==> src/rtl/slot_hp_pkg.sv <==
package slot_hp_pkg;

    localparam int unsigned BUS_W = 32;
    localparam int unsigned MAP_WORDS = 3;
    localparam int unsigned MAP_BITS = MAP_WORDS * BUS_W;

    typedef enum logic [1:0] {
        WIN_SEL  = 2'd0,
        WIN_CTL  = 2'd1,
        WIN_DATA = 2'd2,
        WIN_GAP  = 2'd3
    } win_e;

    localparam logic [7:0] CMD_SCAN   = 8'd0;
    localparam logic [7:0] CMD_OST_EV = 8'd1;
    localparam logic [7:0] CMD_OST_ST = 8'd2;

    localparam int unsigned CTL_CLR_INS = 1;
    localparam int unsigned CTL_CLR_RM  = 2;
    localparam int unsigned CTL_EJECT   = 3;

    typedef struct packed {
        logic rm;
        logic ins;
        logic on;
    } slot_st_t;

    typedef struct packed {
        logic clr_ins;
        logic clr_rm;
        logic eject;
    } slot_req_t;

    function automatic logic [7:0] status_byte(input slot_st_t s);
        return {5'b0, s.rm, s.ins, s.on};
    endfunction

    function automatic logic [BUS_W-1:0] merge_be(input logic [BUS_W-1:0] old_v,
                                                 input logic [BUS_W-1:0] new_v,
                                                 input logic [3:0] be);
        logic [BUS_W-1:0] r;
        for (int b = 0; b < 4; b++) begin
            r[8*b +: 8] = be[b] ? new_v[8*b +: 8] : old_v[8*b +: 8];
        end
        return r;
    endfunction

endpackage

==> src/rtl/slot_hp_cell.sv <==
module slot_hp_cell
    import slot_hp_pkg::*;
(
    input  logic      clk,
    input  logic      rst,
    input  logic      add_i,
    input  logic      rmreq_i,
    input  slot_req_t req_i,
    output slot_st_t  st_o
);
    slot_st_t st_q;

    // Guest actions first, host actions last: host wins on a shared edge.
    always_ff @(posedge clk) begin
        if (rst) begin
            st_q <= '0;
        end else begin
            if (req_i.eject) begin
                st_q.on <= 1'b0;
                st_q.rm <= 1'b0;
            end
            if (req_i.clr_ins) st_q.ins <= 1'b0;
            if (req_i.clr_rm)  st_q.rm  <= 1'b0;
            if (rmreq_i && st_q.on) st_q.rm <= 1'b1;
            if (add_i) begin
                st_q.on  <= 1'b1;
                st_q.ins <= 1'b1;
            end
        end
    end

    assign st_o = st_q;
endmodule

==> src/rtl/slot_hp_scan.sv <==
module slot_hp_scan #(
    parameter int unsigned N_SLOTS = 8,
    parameter int unsigned IDX_W   = 3
) (
    input  logic [N_SLOTS-1:0] pend_i,
    output logic               found_o,
    output logic [IDX_W-1:0]   idx_o
);
    // Walk downward so the lowest pending index is the last one written.
    always_comb begin
        found_o = 1'b0;
        idx_o   = '0;
        for (int i = N_SLOTS - 1; i >= 0; i--) begin
            if (pend_i[i]) begin
                found_o = 1'b1;
                idx_o   = IDX_W'(i);
            end
        end
    end
endmodule

==> src/rtl/slot_hp_ctrl.sv <==
module slot_hp_ctrl
    import slot_hp_pkg::*;
#(
    parameter int unsigned N_SLOTS = 8,
    localparam int unsigned IDX_W  = (N_SLOTS > 1) ? $clog2(N_SLOTS) : 1
) (
    input  logic               clk,
    input  logic               rst,
    input  logic [N_SLOTS-1:0] hp_add_i,
    input  logic [N_SLOTS-1:0] hp_rmreq_i,
    input  logic               bus_wr_i,
    input  logic [1:0]         bus_addr_i,
    input  logic [3:0]         bus_be_i,
    input  logic [31:0]        bus_wdata_i,
    output logic [31:0]        bus_rdata_o,
    output logic               irq_o,
    output logic               eject_o,
    output logic [IDX_W-1:0]   eject_slot_o,
    output logic               notify_o,
    output logic [31:0]        ost_event_o,
    output logic [31:0]        ost_status_o
);
    localparam int unsigned SLOT_SPAN = 1 << IDX_W;

    logic             reg_mode_q;
    logic [31:0]      sel_q;
    logic [7:0]       cmd_q;
    logic [31:0]      ev_q;
    logic [31:0]      stat_q;
    logic             notify_q;
    logic             eject_q;
    logic [IDX_W-1:0] eject_idx_q;

    slot_st_t         st_arr [SLOT_SPAN];
    logic [N_SLOTS-1:0] on_v;
    logic [N_SLOTS-1:0] pend_v;
    logic [MAP_BITS-1:0] map_v;

    win_e             win;
    logic             sel_ok;
    logic [IDX_W-1:0] sel_idx;
    logic             wr_reg;
    logic             ctl_wr;
    logic             cmd_wr;
    logic             data_wr;
    logic             leave_map;
    logic [7:0]       ctl_byte;
    logic [7:0]       cmd_byte;
    logic             scan_found;
    logic [IDX_W-1:0] scan_idx;

    assign win      = win_e'(bus_addr_i);
    assign sel_ok   = sel_q < 32'(N_SLOTS);
    assign sel_idx  = sel_q[IDX_W-1:0];
    assign ctl_byte = bus_wdata_i[7:0];
    assign cmd_byte = bus_wdata_i[15:8];

    assign wr_reg    = bus_wr_i && reg_mode_q;
    assign ctl_wr    = wr_reg && (win == WIN_CTL) && bus_be_i[0] && sel_ok;
    assign cmd_wr    = wr_reg && (win == WIN_CTL) && bus_be_i[1];
    assign data_wr   = wr_reg && (win == WIN_DATA);
    assign leave_map = bus_wr_i && !reg_mode_q && (win == WIN_SEL)
                       && (bus_be_i == 4'hF) && (bus_wdata_i == 32'h0);

    // Per-slot state, padded to a power of two so the selector can index it.
    for (genvar i = 0; i < SLOT_SPAN; i++) begin : g_slot
        if (i < N_SLOTS) begin : g_live
            slot_req_t req;
            logic      hit;
            assign hit         = ctl_wr && (sel_idx == IDX_W'(i));
            assign req.clr_ins = hit && ctl_byte[CTL_CLR_INS];
            assign req.clr_rm  = hit && ctl_byte[CTL_CLR_RM];
            assign req.eject   = hit && ctl_byte[CTL_EJECT];

            slot_hp_cell u_cell (
                .clk     (clk),
                .rst     (rst),
                .add_i   (hp_add_i[i]),
                .rmreq_i (hp_rmreq_i[i]),
                .req_i   (req),
                .st_o    (st_arr[i])
            );
            assign on_v[i]   = st_arr[i].on;
            assign pend_v[i] = st_arr[i].ins || st_arr[i].rm;
        end else begin : g_pad
            assign st_arr[i] = '0;
        end
    end

    for (genvar k = 0; k < MAP_BITS; k++) begin : g_map
        if (k < N_SLOTS) begin : g_bit
            assign map_v[k] = on_v[k];
        end else begin : g_zero
            assign map_v[k] = 1'b0;
        end
    end

    slot_hp_scan #(
        .N_SLOTS (N_SLOTS),
        .IDX_W   (IDX_W)
    ) u_scan (
        .pend_i  (pend_v),
        .found_o (scan_found),
        .idx_o   (scan_idx)
    );

    always_ff @(posedge clk) begin
        if (rst) begin
            reg_mode_q  <= 1'b0;
            sel_q       <= '0;
            cmd_q       <= CMD_SCAN;
            ev_q        <= '0;
            stat_q      <= '0;
            notify_q    <= 1'b0;
            eject_q     <= 1'b0;
            eject_idx_q <= '0;
        end else begin
            notify_q <= 1'b0;
            eject_q  <= 1'b0;
            if (leave_map) reg_mode_q <= 1'b1;
            if (wr_reg && (win == WIN_SEL)) begin
                sel_q <= merge_be(sel_q, bus_wdata_i, bus_be_i);
            end
            if (cmd_wr) begin
                cmd_q <= cmd_byte;
                if ((cmd_byte == CMD_SCAN) && scan_found) begin
                    sel_q <= 32'(scan_idx);
                end
            end
            if (ctl_wr && ctl_byte[CTL_EJECT]) begin
                eject_q     <= 1'b1;
                eject_idx_q <= sel_idx;
            end
            if (data_wr && (cmd_q == CMD_OST_EV)) begin
                ev_q <= merge_be(ev_q, bus_wdata_i, bus_be_i);
            end
            if (data_wr && (cmd_q == CMD_OST_ST)) begin
                stat_q   <= merge_be(stat_q, bus_wdata_i, bus_be_i);
                notify_q <= 1'b1;
            end
        end
    end

    always_comb begin
        bus_rdata_o = '0;
        if (!reg_mode_q) begin
            if (win != WIN_GAP) begin
                bus_rdata_o = map_v[BUS_W*int'(bus_addr_i) +: BUS_W];
            end
        end else begin
            unique case (win)
                WIN_CTL:  if (sel_ok) bus_rdata_o = {24'b0, status_byte(st_arr[sel_idx])};
                WIN_DATA: bus_rdata_o = (cmd_q == CMD_SCAN) ? sel_q : 32'hFFFF_FFFF;
                default:  bus_rdata_o = '0;
            endcase
        end
    end

    assign irq_o        = |pend_v;
    assign eject_o      = eject_q;
    assign eject_slot_o = eject_idx_q;
    assign notify_o     = notify_q;
    assign ost_event_o  = ev_q;
    assign ost_status_o = stat_q;
endmodule

==> config.mk <==
export PLATFORM = sky130hd
export DESIGN_NAME = slot_hp_ctrl
export DESIGN_NICKNAME = d
export VERILOG_FILES = /design/src/rtl/slot_hp_pkg.sv /design/src/rtl/slot_hp_cell.sv /design/src/rtl/slot_hp_scan.sv /design/src/rtl/slot_hp_ctrl.sv
export SDC_FILE = /design/constraint.sdc
export NUM_CORES = 1
export LEC_CHECK = 0
export BUFFER_PORTS_ARGS = -buffer_cell sky130_fd_sc_hd__buf_4
export CAP_MARGIN = 20
export CORE_UTILIZATION = 56
export DETAILED_ROUTE_END_ITERATION = 10
export MAX_ROUTING_LAYER = met4
export PLACE_DENSITY = 0.85
export SYNTH_ARGS = -nofsm -noshare
export SYNTH_HDL_FRONTEND = slang
export SYNTH_SLANG_ARGS = --single-unit
==> constraint.sdc <==
create_clock -name clk -period 6.6 [get_ports clk]
set_input_delay 1.65 -clock clk [delete_from_list [all_inputs] [get_ports clk]]
set_output_delay 1.65 -clock clk [all_outputs]
set_load 0.005 [all_outputs]
==> reports/metrics.cfg, run 1 <==
[critical_path]
slowest_delay_ns = 0.90
cp_slowest_cell = or4_1
crit_family = simple AND/OR/NAND/NOR gates
r2r_start = cmd_q[7]$_SDFFE_PP0P_
critPathLaunch = cmd_q[7]$_SDFFE_PP0P_
cp_num_buf_inv = 1
r2r_cells = 6
startpoint_type = flip-flop
r2r_slack_ns = 3.83
end_kind = primary output
crit_fanout = 32
r2r-end = ost_status_o[0]$_SDFFE_PP0P_
critPathArrivalTime_ns = 3.03
critPathRequiredTime_ns = 4.95
path_class = reg2out
worstPathCellList = or4_4, or4_1, o21ai_0, o211ai_1, buf_4

[final_layout]
drive_above_1_share_pct = 23.3
finish.utilization_pct = 76.4
n_antenna_cell = 0
layout.nets = 920
area_growth_pct = 30.2
instances_no_fill = 1004
fin_area_um2 = 7570

[timing]
clock_skew_ns = 0.00875
worst_slack_ns = 1.92
worst_slew_pin_slew_ns = 1.08
tns_ns = 0
rsz0062_at_grt = false
max_freq_mhz = 214
slew_headroom_pct = 28.0
hold_viol = 0
period_needed_ns = 4.68
setup_viol = 0
period_share_pct = 70.9
finalMaxSlewViolations = 0

[grt]
grt_pass1_wl_mm = 29.0
globalRouteMet1Util_pct = 41.9
antenna_found_initial = 0
busiest_layer = met2
use_met2_pct = 56.0
gr-usage-all-layers_pct = 35.1
grt_max_degree = 110
grt-ovfl-total = 0
gr-usage-met3_pct = 9.09
grt_pass1_vias = 5829

[placed_design]
dpl_cell_area_um2 = 6970
routabilityCongestion = 0.934
port-buffer-count = 158
place_inst = 972
dp_slack_ns = 1.37
hpwl_mm = 12.7

[die]
row_count = 36
start_util_pct = 58.7
ios = 159
die_x_um = 104
fp.dieH_um = 104
coreArea_um2 = 9910
die-area_um2 = 10800

[hold_path]
whs_endpoint = cmd_q[6]$_SDFFE_PP0P_
hold-path-cell-count = 2
worstHoldStart = cmd_q[6]$_SDFFE_PP0P_
min_path_type = reg2reg

[yosys]
yosys_warnings = 0
synth_common_cells = 164 x nand2_1, 134 x dfxtp_1, 116 x a21oi_1
synth_cell_types = 35
synth_ff_type = dfxtp_1
synth-seq-area-share_pct = 46.1
synth_top_area_share_pct = 46.1
synth-edff-count = 0
syn_area_um2 = 5820
synth_top_area_cell = dfxtp_1
synth-async-reset-ratio_pct = 0
yosys-top-cells-area = dfxtp_1 46%, nand2_1 11%, a21oi_1 10%
syn_inst = 727
synth.most_common_cell = nand2_1
synth_nets = 788
avgSynthCellArea_um2 = 8.00
synth-seq-cells = 134

[route]
dr.pass1.iters = 5
vias = 6187
drt_wl_total_mm = 18.5
postRouteAntennaNets = 0
via_per_inst = 6.16
routedWlPerCell_um = 18.4
drcViolationCount = 0
drt_iter0_markers = 500

[power]
vdd_ir_drop_max_mv = 0.205
p_leak_nw = 2.93
power.density_nw_per_um2 = 244

[cts]
htreeDepth = 4
clk_latency_ns = 0.54
cts.sinks = 134
cts-root-buf = clkbuf_8
cts-buffers-inserted = 17
post-cts-setup-buffers = 0
cts_tree = built
cts_resized = 0
postCtsHoldBufs = 0
clock_path_buffers = 2
clkSlewWorstSetupHoldPaths_ns = 0.06

[run]
max-cap-violations = 0

[status]
status = finished, final reports clean

flip-flops by register name, indices dropped and copies added (netlist names):
register / count
cmd_q: 8
eject_o: 1
eject_slot_o: 3
g_slot.g_live.u_cell.st_o: 24
notify_o: 1
ost_event_o: 32
ost_status_o: 32
reg_mode_q: 1
sel_q: 32
layout make-up:
cell class                 count  area, um^2
sequential                   134        2680
timing repair buffer         162        1240
multi-input combinational    541        2900
tap                          133         166
clock buffer                  23         477
fill                         710        2340
inverter                       3        11.3
clock inverter                 8        97.6
worst reg2reg max path, stage by stage, from the launching register on:
cell and delay (ns):
dfxtp_1 0.31, or4_4 0.58, nor4_4 0.84, buf_4 0.40, nand2_1 0.26, nand2_1 0.14
a21oi_1 0.08
how the worst max path moves through the flow:
stage                           endpoint  depth (start not counted)
after floorplan           bus_rdata_o[2]                          7
after detailed placement  bus_rdata_o[1]                          7
final                     bus_rdata_o[1]                          5
after CTS                 bus_rdata_o[1]                          7
after global placement    bus_rdata_o[0]                          7
after global routing      bus_rdata_o[2]                          5
metal layers:
metal	part of all wire, %	vias up	wire (um)
met5	0	-	0
met4	3.6	0	670
met3	9.7	70	1790
met2	48	405	8960
met1	38	2880	7070
li1	-	2832	-
stage by stage:
stage               hold WS [ns]  power (mW)
finish                     0.452        1.85
global route               0.477        1.90
CTS                        0.456        1.85
detailed placement         0.448       0.948
global placement           0.440       0.945
floorplan                  0.431       0.890
power by group:
part	switching, mW	internal (mW)
Clock	0.341	0.573
Sequential	0.0122	0.820
Combinational	0.0616	0.0423
Total	0.415	1.44
placed cells by master, fill, tap and decap left out, types with 3 or more instances in the layout:
cell	n
nand2_1	164
buf_4	161
dfxtp_1	134
a21oi_1	116
nand3_1	72
nor2_1	36
o21a_1	25
a211oi_1	22
clkbuf_16	16
nor4_1	15
nand2b_1	10
and3_1	10
o21ai_0	10
mux2i_1	9
nand4_1	8
nor3_1	7
mux4_2	6
and2_1	5
clkbuf_8	5
ha_1	4
o211ai_1	3
or2_2	3
a31oi_1	3
or4_1	3
inv_1	3
clkinvlp_4	3
clkinv_2	3
cells by family after synthesis:
family,synth area share [%]
compound gates,18.2
fa+ha+maj,0.860
buf+inv,4.02
simple gates,26.9
flops,46.1
mux,3.87
Power figures use the tool's default switching activity.
==> run 2, diff against run 1 <==
ABC_AREA = 1   (was not set)
CORE_UTILIZATION = 48   (was 56)
PLACE_DENSITY = 0.76   (was 0.85)
clock period = 3.8 ns   (was 6.6 ns; I/O delays follow)
==> run 2 against run 1 <==
Utilization is 11 points lower. Clock skew grew 0.00064 ns. Sequential share of layout area decreased by 1.6 points. Global-route usage fell by 8.5 points. Design area grew 4.8%. Highest routed layer unchanged.
==> reports/metrics.cfg, run 2 <==
[critical_path]
crit_family = simple AND/OR/NAND/NOR gates
r2r_slack_ns = 1.84
slowest_delay_ns = 0.33
critPathArrivalTime_ns = 2.22
crit_top_cell = nor2_1
crit_cells = 11
crit_fanout = 29
worstPathCellList = nor2_1, nand2_1, nor2_1, nand2_1, nor2_1, buf_4, nand2_1, nor2_1, nand3_1, nand3_1, buf_4
cp_num_buf_inv = 2
critPathRequiredTime_ns = 2.85
critPathCapture = bus_rdata_o[0]
path_class = reg2out
startpoint_type = flip-flop
r2r_start = cmd_q[2]$_SDFFE_PP0P_
critPathLaunch = sel_q[13]$_SDFF_PP0_
cp_slowest_cell = dfxtp_1
end_kind = primary output
r2r-end = ost_event_o[9]$_SDFFE_PP0P_
r2r_cells = 5

[die]
die_x_um = 115
start_util_pct = 49.9
die-area_um2 = 13200
ios = 159
coreArea_um2 = 12200
row_count = 40
fp.dieH_um = 115

[yosys]
synth_top_family_by_area = simple AND/OR/NAND/NOR gates
synth_top_area_cell = dfxtp_1
synth-seq-cells = 134
synth_cell_types = 26
synth-async-reset-ratio_pct = 0
yosys_warnings = 0
yosys-top-cells-area = dfxtp_1 44%, a21oi_1 9.4%, inv_1 8.7%
synth_top_area_share_pct = 44.0
syn_inst = 861
synth-seq-area-share_pct = 44.0
synth-xor-area-share_pct = 0
avgSynthCellArea_um2 = 7.08
synth_mux_area_share_pct = 2.77
synth_ff_type = dfxtp_1
yosys.area_share.simple_pct = 22.5
synth-adder-area-share_pct = 0.821
synth-edff-count = 0
synth.most_common_cell = inv_1
syn_area_um2 = 6090
synth_compound_area_share_pct = 18.2
synth_nets = 922
synth_common_cells = 141 x inv_1, 134 x dfxtp_1, 119 x nor2_1

[timing]
period_share_pct = 83.4
finalMaxSlewViolations = 0
clock_skew_ns = 0.00939
worst_slew_pin_slew_ns = 0.795
tns_ns = 0
slew_headroom_pct = 47.0
max_freq_mhz = 316
rsz0062_at_grt = false
period_needed_ns = 3.17
setup_viol = 0
hold_viol = 0

[route]
routedWlPerCell_um = 14.0
postRouteAntennaNets = 0
drt_wl_total_mm = 16.6
drcViolationCount = 0
drt_iter0_markers = 437
vias = 6070
via_per_inst = 5.12
dr.pass1.iters = 8

[cts]
clkSlewWorstSetupHoldPaths_ns = 0.06
cts.sinks = 134
clk_latency_ns = 0.43
clock_path_buffers = 2
cts-root-buf = clkbuf_16
cts_tree = built
cts_resized = 0
cts-buffers-inserted = 17
post-cts-setup-buffers = 0
postCtsHoldBufs = 0
htreeDepth = 4

[grt]
grt-ovfl-total = 0
antenna_found_initial = 0
grt_pass1_vias = 5351
grt_max_degree = 49
grt_pass1_wl_mm = 26.2
gr-usage-all-layers_pct = 26.7

[final_layout]
area_growth_pct = 30.2
finish.utilization_pct = 65.0
drive_above_1_share_pct = 21.9
nFillCells = 1172
layout.nets = 1065
n_antenna_cell = 0
final_common_cell = buf_4
final_cell_mix = 162 x buf_4, 141 x inv_1, 134 x dfxtp_1

[placed_design]
hpwl_mm = 11.7
routabilityCongestion = 0.945
port-buffer-count = 158

[power]
p_leak_nw = 3.61
vdd_ir_drop_max_mv = 0.218
power.density_nw_per_um2 = 406

[run]
max-cap-violations = 0

[hold_path]
min_path_type = reg2reg

[status]
status = finished, final reports clean

run 2: logic make-up (layout without fill, tap and decap cells):
| kind of cell | after synthesis | count (layout) |
|---|---|---|
| adder cells (fa/ha/maj) | 4 | 4 |
| multiplexers | 15 | 15 |
| buffers and inverters | 181 | 337 |
| AND/OR/NAND/NOR | 308 | 308 |
| flip-flops | 134 | 134 |
| AO/OA/AOI/OAI | 219 | 219 |
run 2: tightest hold or removal path: cells and delay by family, from the launching register on:
family	cells	cell delay, ns
AO/OA/AOI/OAI	1	0.05
buffers and inverters	1	0.05
flip-flops	1	0.31
run 2: report_power, final:
group	switching, mW	internal, mW
registers	0.0163	1.42
clock network	0.601	0.994
logic	0.107	0.0759
total	0.724	2.49
run 2: metrics by stage:
step	power [mW]	setup slack [ns]	hold WS (ns)	cells	cell area [um^2]
after floorplan	1.55	1.00	0.440	861	6090
after global placement	1.65	0.786	0.431	1153	7360
after detailed placement	1.65	0.757	0.434	1153	7360
after CTS	3.23	0.653	0.443	1185	7930
after global routing	3.33	0.509	0.460	1185	7930
final	3.22	0.631	0.442	1185	7930
run 2: final cells by class:
class	instances	area, um^2	area share (%)
multi-input combinational	546	2700	34.1
sequential	134	2680	33.8
timing repair buffer	163	1240	15.6
inverter	142	533	6.72
clock buffer	23	468	5.90
tap	168	210	2.65
clock inverter	9	101	1.28
run 2: worst min-delay path by stage:
| stage | start | endpoint | slack, ns | cells past startpoint |
|---|---|---|---|---|
| 2_1_floorplan | g_slot[5].g_live.u_cell.st_o[2]$_SDFFE_PP0P_ | g_slot[5].g_live.u_cell.st_o[2]$_SDFFE_PP0P_ | 0.44 | 2 |
| 3_5_place_dp | ost_status_o[6]$_SDFFE_PP0P_ | ost_status_o[6]$_SDFFE_PP0P_ | 0.43 | 2 |
| 6_report | ost_event_o[23]$_SDFFE_PP0P_ | ost_event_o[23]$_SDFFE_PP0P_ | 0.44 | 2 |
| 5_1_grt | ost_status_o[10]$_SDFFE_PP0P_ | ost_status_o[10]$_SDFFE_PP0P_ | 0.46 | 2 |
| 3_3_place_gp | ost_status_o[27]$_SDFFE_PP0P_ | ost_status_o[27]$_SDFFE_PP0P_ | 0.43 | 2 |
| 4_1_cts | ost_event_o[30]$_SDFFE_PP0P_ | ost_event_o[30]$_SDFFE_PP0P_ | 0.44 | 2 |
run 2: per-layer routing:
metal	GRT usage (%)	routed length [um]	up-vias
met4	12.3	393	0
met5	-	0	-
met1	33.6	7580	2715
met2	40.9	7560	235
li1	-	-	3081
met3	5.72	1090	39
